--- config.mk ---
export PLATFORM = sky130hd
export DESIGN_NAME = icp_present
export DESIGN_NICKNAME = d
export VERILOG_FILES = /design/src/rtl/icp_pkg.sv /design/src/rtl/icp_opsel.sv /design/src/rtl/icp_decide.sv /design/src/rtl/icp_present.sv
export SDC_FILE = /design/constraint.sdc
export NUM_CORES = 1
export LEC_CHECK = 0
export ABC_AREA = 1
export BUFFER_PORTS_ARGS = -buffer_cell sky130_fd_sc_hd__buf_2
export CORE_AREA = 2 2 108 110
export CTS_BUF_LIST = sky130_fd_sc_hd__clkbuf_8 sky130_fd_sc_hd__clkbuf_16
export CTS_CLUSTER_DIAMETER = 60
export DETAILED_ROUTE_END_ITERATION = 8
export DIE_AREA = 0 0 110 112
export PLACE_DENSITY = 0.9
export SLEW_MARGIN = 10
export SYNTH_ARGS = -nofsm -noshare
export SYNTH_HDL_FRONTEND = slang
export SYNTH_SLANG_ARGS = --single-unit
--- constraint.sdc ---
create_clock -name clk -period 3.15 [get_ports clk]
set_input_delay 0 -clock clk [delete_from_list [all_inputs] [get_ports clk]]
set_output_delay 0 -clock clk [all_outputs]
set_load 0.1 [all_outputs]
--- src/rtl/icp_pkg.sv ---
package icp_pkg;

    typedef enum logic {
        ST_EMPTY,
        ST_HELD
    } slot_state_e;

    typedef enum logic [2:0] {
        OP_NONE,
        OP_OFFER,
        OP_PRIO,
        OP_IPI,
        OP_ACK,
        OP_EOI
    } op_e;

endpackage

--- src/rtl/icp_opsel.sv ---
module icp_opsel
    import icp_pkg::*;
(
    input  logic offer_valid,
    input  logic cur_prio_wr,
    input  logic ipi_prio_wr,
    input  logic ack_rd,
    input  logic eoi_wr,
    output op_e  op,
    output logic offer_ready
);

    logic proc_busy;

    assign proc_busy   = ack_rd | eoi_wr | cur_prio_wr | ipi_prio_wr;
    assign offer_ready = ~proc_busy;

    // Fixed precedence: accept, end-of-interrupt, priority write, IPI write, offer
    always_comb begin
        if (ack_rd)            op = OP_ACK;
        else if (eoi_wr)       op = OP_EOI;
        else if (cur_prio_wr)  op = OP_PRIO;
        else if (ipi_prio_wr)  op = OP_IPI;
        else if (offer_valid)  op = OP_OFFER;
        else                   op = OP_NONE;
    end

endmodule

--- src/rtl/icp_decide.sv ---
module icp_decide
    import icp_pkg::*;
#(
    parameter int SRC_W   = 24,
    parameter int PRIO_W  = 8,
    parameter int IPI_SRC = 2
) (
    input  op_e                       op,
    input  slot_state_e               cur_state,
    input  logic [PRIO_W-1:0]         cur_cppr,
    input  logic [SRC_W-1:0]          cur_src,
    input  logic [PRIO_W-1:0]         cur_pprio,
    input  logic [PRIO_W-1:0]         cur_mfrr,
    input  logic [PRIO_W-1:0]         prio_data,
    input  logic [PRIO_W-1:0]         ipi_data,
    input  logic [PRIO_W+SRC_W-1:0]   eoi_word,
    input  logic [SRC_W-1:0]          offer_src,
    input  logic [PRIO_W-1:0]         offer_prio,
    output slot_state_e               nxt_state,
    output logic [PRIO_W-1:0]         nxt_cppr,
    output logic [SRC_W-1:0]          nxt_src,
    output logic [PRIO_W-1:0]         nxt_pprio,
    output logic [PRIO_W-1:0]         nxt_mfrr,
    output logic                      rej_v,
    output logic [SRC_W-1:0]          rej_s,
    output logic                      eoi_v,
    output logic [SRC_W-1:0]          eoi_s,
    output logic                      rsnd
);

    localparam int                ACK_W     = PRIO_W + SRC_W;
    localparam logic [PRIO_W-1:0] PRIO_MASK = '1;
    localparam logic [SRC_W-1:0]  IPI_NUM   = SRC_W'(IPI_SRC);

    logic              held;
    logic [PRIO_W-1:0] eoi_prio;

    assign held     = (cur_state == ST_HELD);
    assign eoi_prio = eoi_word[ACK_W-1 -: PRIO_W];

    always_comb begin
        nxt_state = cur_state;
        nxt_cppr  = cur_cppr;
        nxt_src   = cur_src;
        nxt_pprio = cur_pprio;
        nxt_mfrr  = cur_mfrr;
        rej_v     = 1'b0;
        rej_s     = '0;
        eoi_v     = 1'b0;
        eoi_s     = '0;
        rsnd      = 1'b0;

        unique case (op)
            OP_ACK: begin
                // HELD -> EMPTY (or EMPTY -> EMPTY)
                nxt_cppr  = held ? cur_pprio : PRIO_MASK;
                nxt_state = ST_EMPTY;
                nxt_src   = '0;
                nxt_pprio = PRIO_MASK;
            end
            OP_EOI: begin
                nxt_cppr = eoi_prio;
                eoi_v    = 1'b1;
                eoi_s    = eoi_word[SRC_W-1:0];
                if (!held) begin
                    rsnd = 1'b1;
                    if (cur_mfrr < eoi_prio) begin
                        nxt_state = ST_HELD;
                        nxt_src   = IPI_NUM;
                        nxt_pprio = cur_mfrr;
                    end
                end
            end
            OP_PRIO: begin
                nxt_cppr = prio_data;
                if (prio_data < cur_cppr) begin
                    if (held && (prio_data <= cur_pprio)) begin
                        nxt_state = ST_EMPTY;
                        nxt_src   = '0;
                        nxt_pprio = PRIO_MASK;
                        rej_v     = 1'b1;
                        rej_s     = cur_src;
                    end
                end else if (!held) begin
                    rsnd = 1'b1;
                    if (cur_mfrr < prio_data) begin
                        nxt_state = ST_HELD;
                        nxt_src   = IPI_NUM;
                        nxt_pprio = cur_mfrr;
                    end
                end
            end
            OP_IPI: begin
                nxt_mfrr = ipi_data;
                if ((ipi_data < cur_cppr) && !(held && (cur_pprio <= ipi_data))) begin
                    if (held) begin
                        rej_v = 1'b1;
                        rej_s = cur_src;
                    end
                    nxt_state = ST_HELD;
                    nxt_src   = IPI_NUM;
                    nxt_pprio = ipi_data;
                end
            end
            OP_OFFER: begin
                if ((offer_prio >= cur_cppr) || (held && (cur_pprio <= offer_prio))) begin
                    rej_v = 1'b1;
                    rej_s = offer_src;
                end else begin
                    if (held) begin
                        rej_v = 1'b1;
                        rej_s = cur_src;
                    end
                    nxt_state = ST_HELD;
                    nxt_src   = offer_src;
                    nxt_pprio = offer_prio;
                end
            end
            default: ;
        endcase
    end

endmodule

--- src/rtl/icp_present.sv ---
module icp_present
    import icp_pkg::*;
#(
    parameter int SRC_W   = 24,
    parameter int PRIO_W  = 8,
    parameter int IPI_SRC = 2
) (
    input  logic                      clk,
    input  logic                      rst_n,
    input  logic                      offer_valid,
    input  logic [SRC_W-1:0]          offer_src,
    input  logic [PRIO_W-1:0]         offer_prio,
    output logic                      offer_ready,
    input  logic                      cur_prio_wr,
    input  logic [PRIO_W-1:0]         cur_prio_data,
    input  logic                      ipi_prio_wr,
    input  logic [PRIO_W-1:0]         ipi_prio_data,
    input  logic                      ack_rd,
    output logic [PRIO_W+SRC_W-1:0]   ack_word,
    input  logic                      eoi_wr,
    input  logic [PRIO_W+SRC_W-1:0]   eoi_word,
    output logic                      irq_out,
    output logic                      rej_valid,
    output logic [SRC_W-1:0]          rej_src,
    output logic                      eoi_valid,
    output logic [SRC_W-1:0]          eoi_src,
    output logic                      resend_req
);

    localparam logic [PRIO_W-1:0] PRIO_MASK = '1;

    op_e               op;
    slot_state_e       state, nxt_state;
    logic [PRIO_W-1:0] cppr, nxt_cppr;
    logic [SRC_W-1:0]  src, nxt_src;
    logic [PRIO_W-1:0] pprio, nxt_pprio;
    logic [PRIO_W-1:0] mfrr, nxt_mfrr;
    logic              rej_v, eoi_v, rsnd;
    logic [SRC_W-1:0]  rej_s, eoi_s;

    icp_opsel u_opsel (
        .offer_valid (offer_valid),
        .cur_prio_wr (cur_prio_wr),
        .ipi_prio_wr (ipi_prio_wr),
        .ack_rd      (ack_rd),
        .eoi_wr      (eoi_wr),
        .op          (op),
        .offer_ready (offer_ready)
    );

    icp_decide #(
        .SRC_W   (SRC_W),
        .PRIO_W  (PRIO_W),
        .IPI_SRC (IPI_SRC)
    ) u_decide (
        .op         (op),
        .cur_state  (state),
        .cur_cppr   (cppr),
        .cur_src    (src),
        .cur_pprio  (pprio),
        .cur_mfrr   (mfrr),
        .prio_data  (cur_prio_data),
        .ipi_data   (ipi_prio_data),
        .eoi_word   (eoi_word),
        .offer_src  (offer_src),
        .offer_prio (offer_prio),
        .nxt_state  (nxt_state),
        .nxt_cppr   (nxt_cppr),
        .nxt_src    (nxt_src),
        .nxt_pprio  (nxt_pprio),
        .nxt_mfrr   (nxt_mfrr),
        .rej_v      (rej_v),
        .rej_s      (rej_s),
        .eoi_v      (eoi_v),
        .eoi_s      (eoi_s),
        .rsnd       (rsnd)
    );

    // State register
    always_ff @(posedge clk or negedge rst_n) begin
        if (!rst_n) begin
            state <= ST_EMPTY;
            cppr  <= '0;
            src   <= '0;
            pprio <= PRIO_MASK;
            mfrr  <= PRIO_MASK;
        end else begin
            state <= nxt_state;
            cppr  <= nxt_cppr;
            src   <= nxt_src;
            pprio <= nxt_pprio;
            mfrr  <= nxt_mfrr;
        end
    end

    // Outputs toward processor and source unit
    always_ff @(posedge clk or negedge rst_n) begin
        if (!rst_n) begin
            irq_out    <= 1'b0;
            rej_valid  <= 1'b0;
            rej_src    <= '0;
            eoi_valid  <= 1'b0;
            eoi_src    <= '0;
            resend_req <= 1'b0;
        end else begin
            irq_out    <= (nxt_state == ST_HELD);
            rej_valid  <= rej_v;
            rej_src    <= rej_s;
            eoi_valid  <= eoi_v;
            eoi_src    <= eoi_s;
            resend_req <= rsnd;
        end
    end

    assign ack_word = {cppr, (state == ST_HELD) ? src : {SRC_W{1'b0}}};

endmodule

==> impl_metrics.yaml <==
cts:
  cts_buffers: 9
  cts_num_sinks: 100
  root_buffer: "clkbuf_16"
  cts_buffer_depth: 2
  clkTransAtPathRegs_ns: 0.07
  clock_latency_ns: 0.35
  cts_tree: "built"
  htreeDepth: 3
  cts_resized: 0
  postCtsSetupBuffers: 0
timing:
  setup_violations: 0
  rsz0062_at_grt: "false"
  drv_slew: 0
  relSlewSlack_pct: 30.9
  worst_pin_slew_ns: 1.04
  finalCriticalPeriod_ns: 2.42
  max_freq_mhz: 413
  finClkSkew_ns: 0.0114
  setup-tns-final_ns: 0
  fin_crit_sh_pct: 76.8
  finalHoldViolations: 0
final_layout:
  diodes: 0
  fillerInstances: 875
  layout-drive-gt1-share_pct: 22.5
  fin_area_mm2: 0.00795
  area_growth_pct: 25.2
  final_nets: 1197
worst_setup_path:
  path_buf_inv: 2
  path_class: "flop to flop"
  worstPathMaxFanout: 34
  cpPeakStageDelay_ns: 0.37
  worstPathRequired_ns: 3.43
  crit_chain: "inv_1 > ha_1 > a21oi_1 > o21ai_0 > a21oi_2 > nand2_1 > nand2_1 > nand2_2 > nor2_8 > buf_4 > nand3_1 > nand2_1"
  reg2reg_depth: 12
  regToRegSetupSlack_ns: 0.73
  regToRegEndpoint: "src[16]"
  reg2reg_from: "cppr[7]"
  cp_data_arrival_time_ns: 2.70
  cpLargestDelayFamily: "compound AO/OA/AOI/OAI gates"
  critPathMostFrequentCell: "nand2_1"
  startpoint: "cppr[7]"
  slowest_stage: "dfrtp_1"
  critPathLaunchType: "flop"
  cp-end-kind: "flop"
synthesis:
  synthFlopType: "dfrtp_1"
  synth_nets: 1001
  async_reset_ff_share_pct: 100
  avgSynthCellArea_um2: 7.44
  synth-seq-cells: 100
  netlist_area_mm2: 0.00635
  synthCells: 854
  synth_common_cells: "251 x nand2_1, 143 x inv_1, 84 x dfrtp_1"
  synth_edf_count: 0
  synth.most_common_cell: "nand2_1"
  yosysTopAreaCell: "dfrtp_1"
  synth_cell_type_count: 33
  synthTopCellsByArea: "dfrtp_1 33%, nand2_1 15%, ha_1 12%, inv_1 8.4%, dfstp_2 6.6%"
  seq_area_frac_synth_pct: 39.7
  synth_top_area_share_pct: 33.1
  yosysWarningCount: 0
route:
  vias: 6297
  wl_um: 17400
  vias_per_cell: 5.26
  first_pass_iters: 5
  drc_errors: 0
  ant_nets: 0
  routedWlPerCell_um: 14.5
  drt_iter0_drc: 705
place:
  dpl_cell_area_mm2: 0.00727
  place_congestion: 0.924
  io_buffers: 171
  dp_hpwl_um: 12200
power:
  ir_drop_uv: 295
  design_power_total_mw: 4.21
  p_per_area_mw_per_mm2: 529
  p_leak_nw: 4.88
grt:
  overflow: 0
  grt_max_degree: 83
  grt_pass1_vias: 6050
  antenna_found_initial: 0
  grt_pass1_wl_um: 27900
  grt.total_usage_pct: 28.8
outcome:
  status: "finished clean"
die:
  die-area_mm2: 0.0123
  die_w_um: 110
  initial_utilization_pct: 56.8
  num_rows: 39
  coreArea_mm2: 0.0112
  die_y_um: 112
  pin_count: 172
flow_run:
  maxCapViolations: 0
min_path:
  hp-class: "input pin to flop"
  hold_depth: 5
  worstHoldStart: "offer_src[19]"
  min_to: "src[19]"
kinds of logic (layout without fill, tap and decap cells):
group / count (synthesis) / in the layout / synth area share (%)
DFF: 100 / 100 / 39.7
and+or+nand+nor: 385 / 385 / 25.2
AOI/OAI and AO/OA: 128 / 128 / 11.5
buffers and inverters: 181 / 382 / 11.7
adders and majority gates: 60 / 60 / 11.8
flip-flops by register name (all words and copies together) (netlist names):
register    cells
rej_src        24
eoi_src        24
cppr            8
eoi_valid       1
irq_out         1
src            24
pprio           8
mfrr            8
resend_req      1
rej_valid       1
cell usage in the layout, fill, tap and decap left out, types with 3 or more instances in the layout:
master and count:
a21oi_1 36, a21oi_2 3, buf_2 170, buf_4 10, clkbuf_16 9, dfrtp_1 84
dfstp_2 16, dlygate4sd3_1 37, ha_1 60, inv_1 144, inv_2 6, nand2_1 251
nand2_2 4, nand2_4 3, nand3_1 53, nand4_1 4, nor2_1 64, o211ai_1 8
o21a_1 3, o21ai_0 56, o21ai_1 6, o22ai_1 7
routing by layer:
metal,track usage [%],part of all wire (%)
met1,36.2,40
met2,49.0,49
met3,3.45,6.7
met4,13.1,3.6
met5,0,0
what timing repair did:
action                                  in CTS  in global routing
hold buffers                                37                  0
endpoints found under the setup margin       0                  0
endpoints found under the hold margin      100                  0
stage by stage:
stage               setup WS, ns  hold WS [ns]  cells  utilization, %
finish                     0.730        0.0115   1198            71.2
global route               0.476        0.0280   1198            71.2
detailed placement         0.780         0.214   1145            65.1
global placement           0.855         0.209   1145            65.1
CTS                        0.750       0.00872   1198            71.2
floorplan                  0.495        -0.296    854               -
layout make-up:
class	count	area (um2)	share of cell area, %
Multi-Input combinational cell	573	3080	38.8
Sequential cell	100	2520	31.7
Timing Repair Buffer	217	1300	16.3
Inverter	149	559	7.03
Clock buffer	11	253	3.18
Tap cell	143	179	2.25
Clock inverter	5	58.8	0.739
tightest hold or removal path, delay by kind of cell:
family / cells / cell delay [ns]
simple gates: 3 / 0.16
buf+inv: 2 / 0.16
worst max path at each step:
stage,to,slack (ns),cells past startpoint
after detailed placement,src[16],0.78,16
after global routing,pprio[5],0.48,16
final,src[16],0.73,12
after global placement,src[5],0.85,16
after floorplan,rej_src[1],0.49,6
after CTS,src[7],0.75,16
power by group:
group | switching, mW | internal, mW | total [mW]
registers | 0.115 | 1.43 | 1.54
logic | 1.06 | 0.451 | 1.51
clock network | 0.487 | 0.661 | 1.15
total | 1.67 | 2.54 | 4.21
No activity file was read; power rests on OpenSTA's default activity.
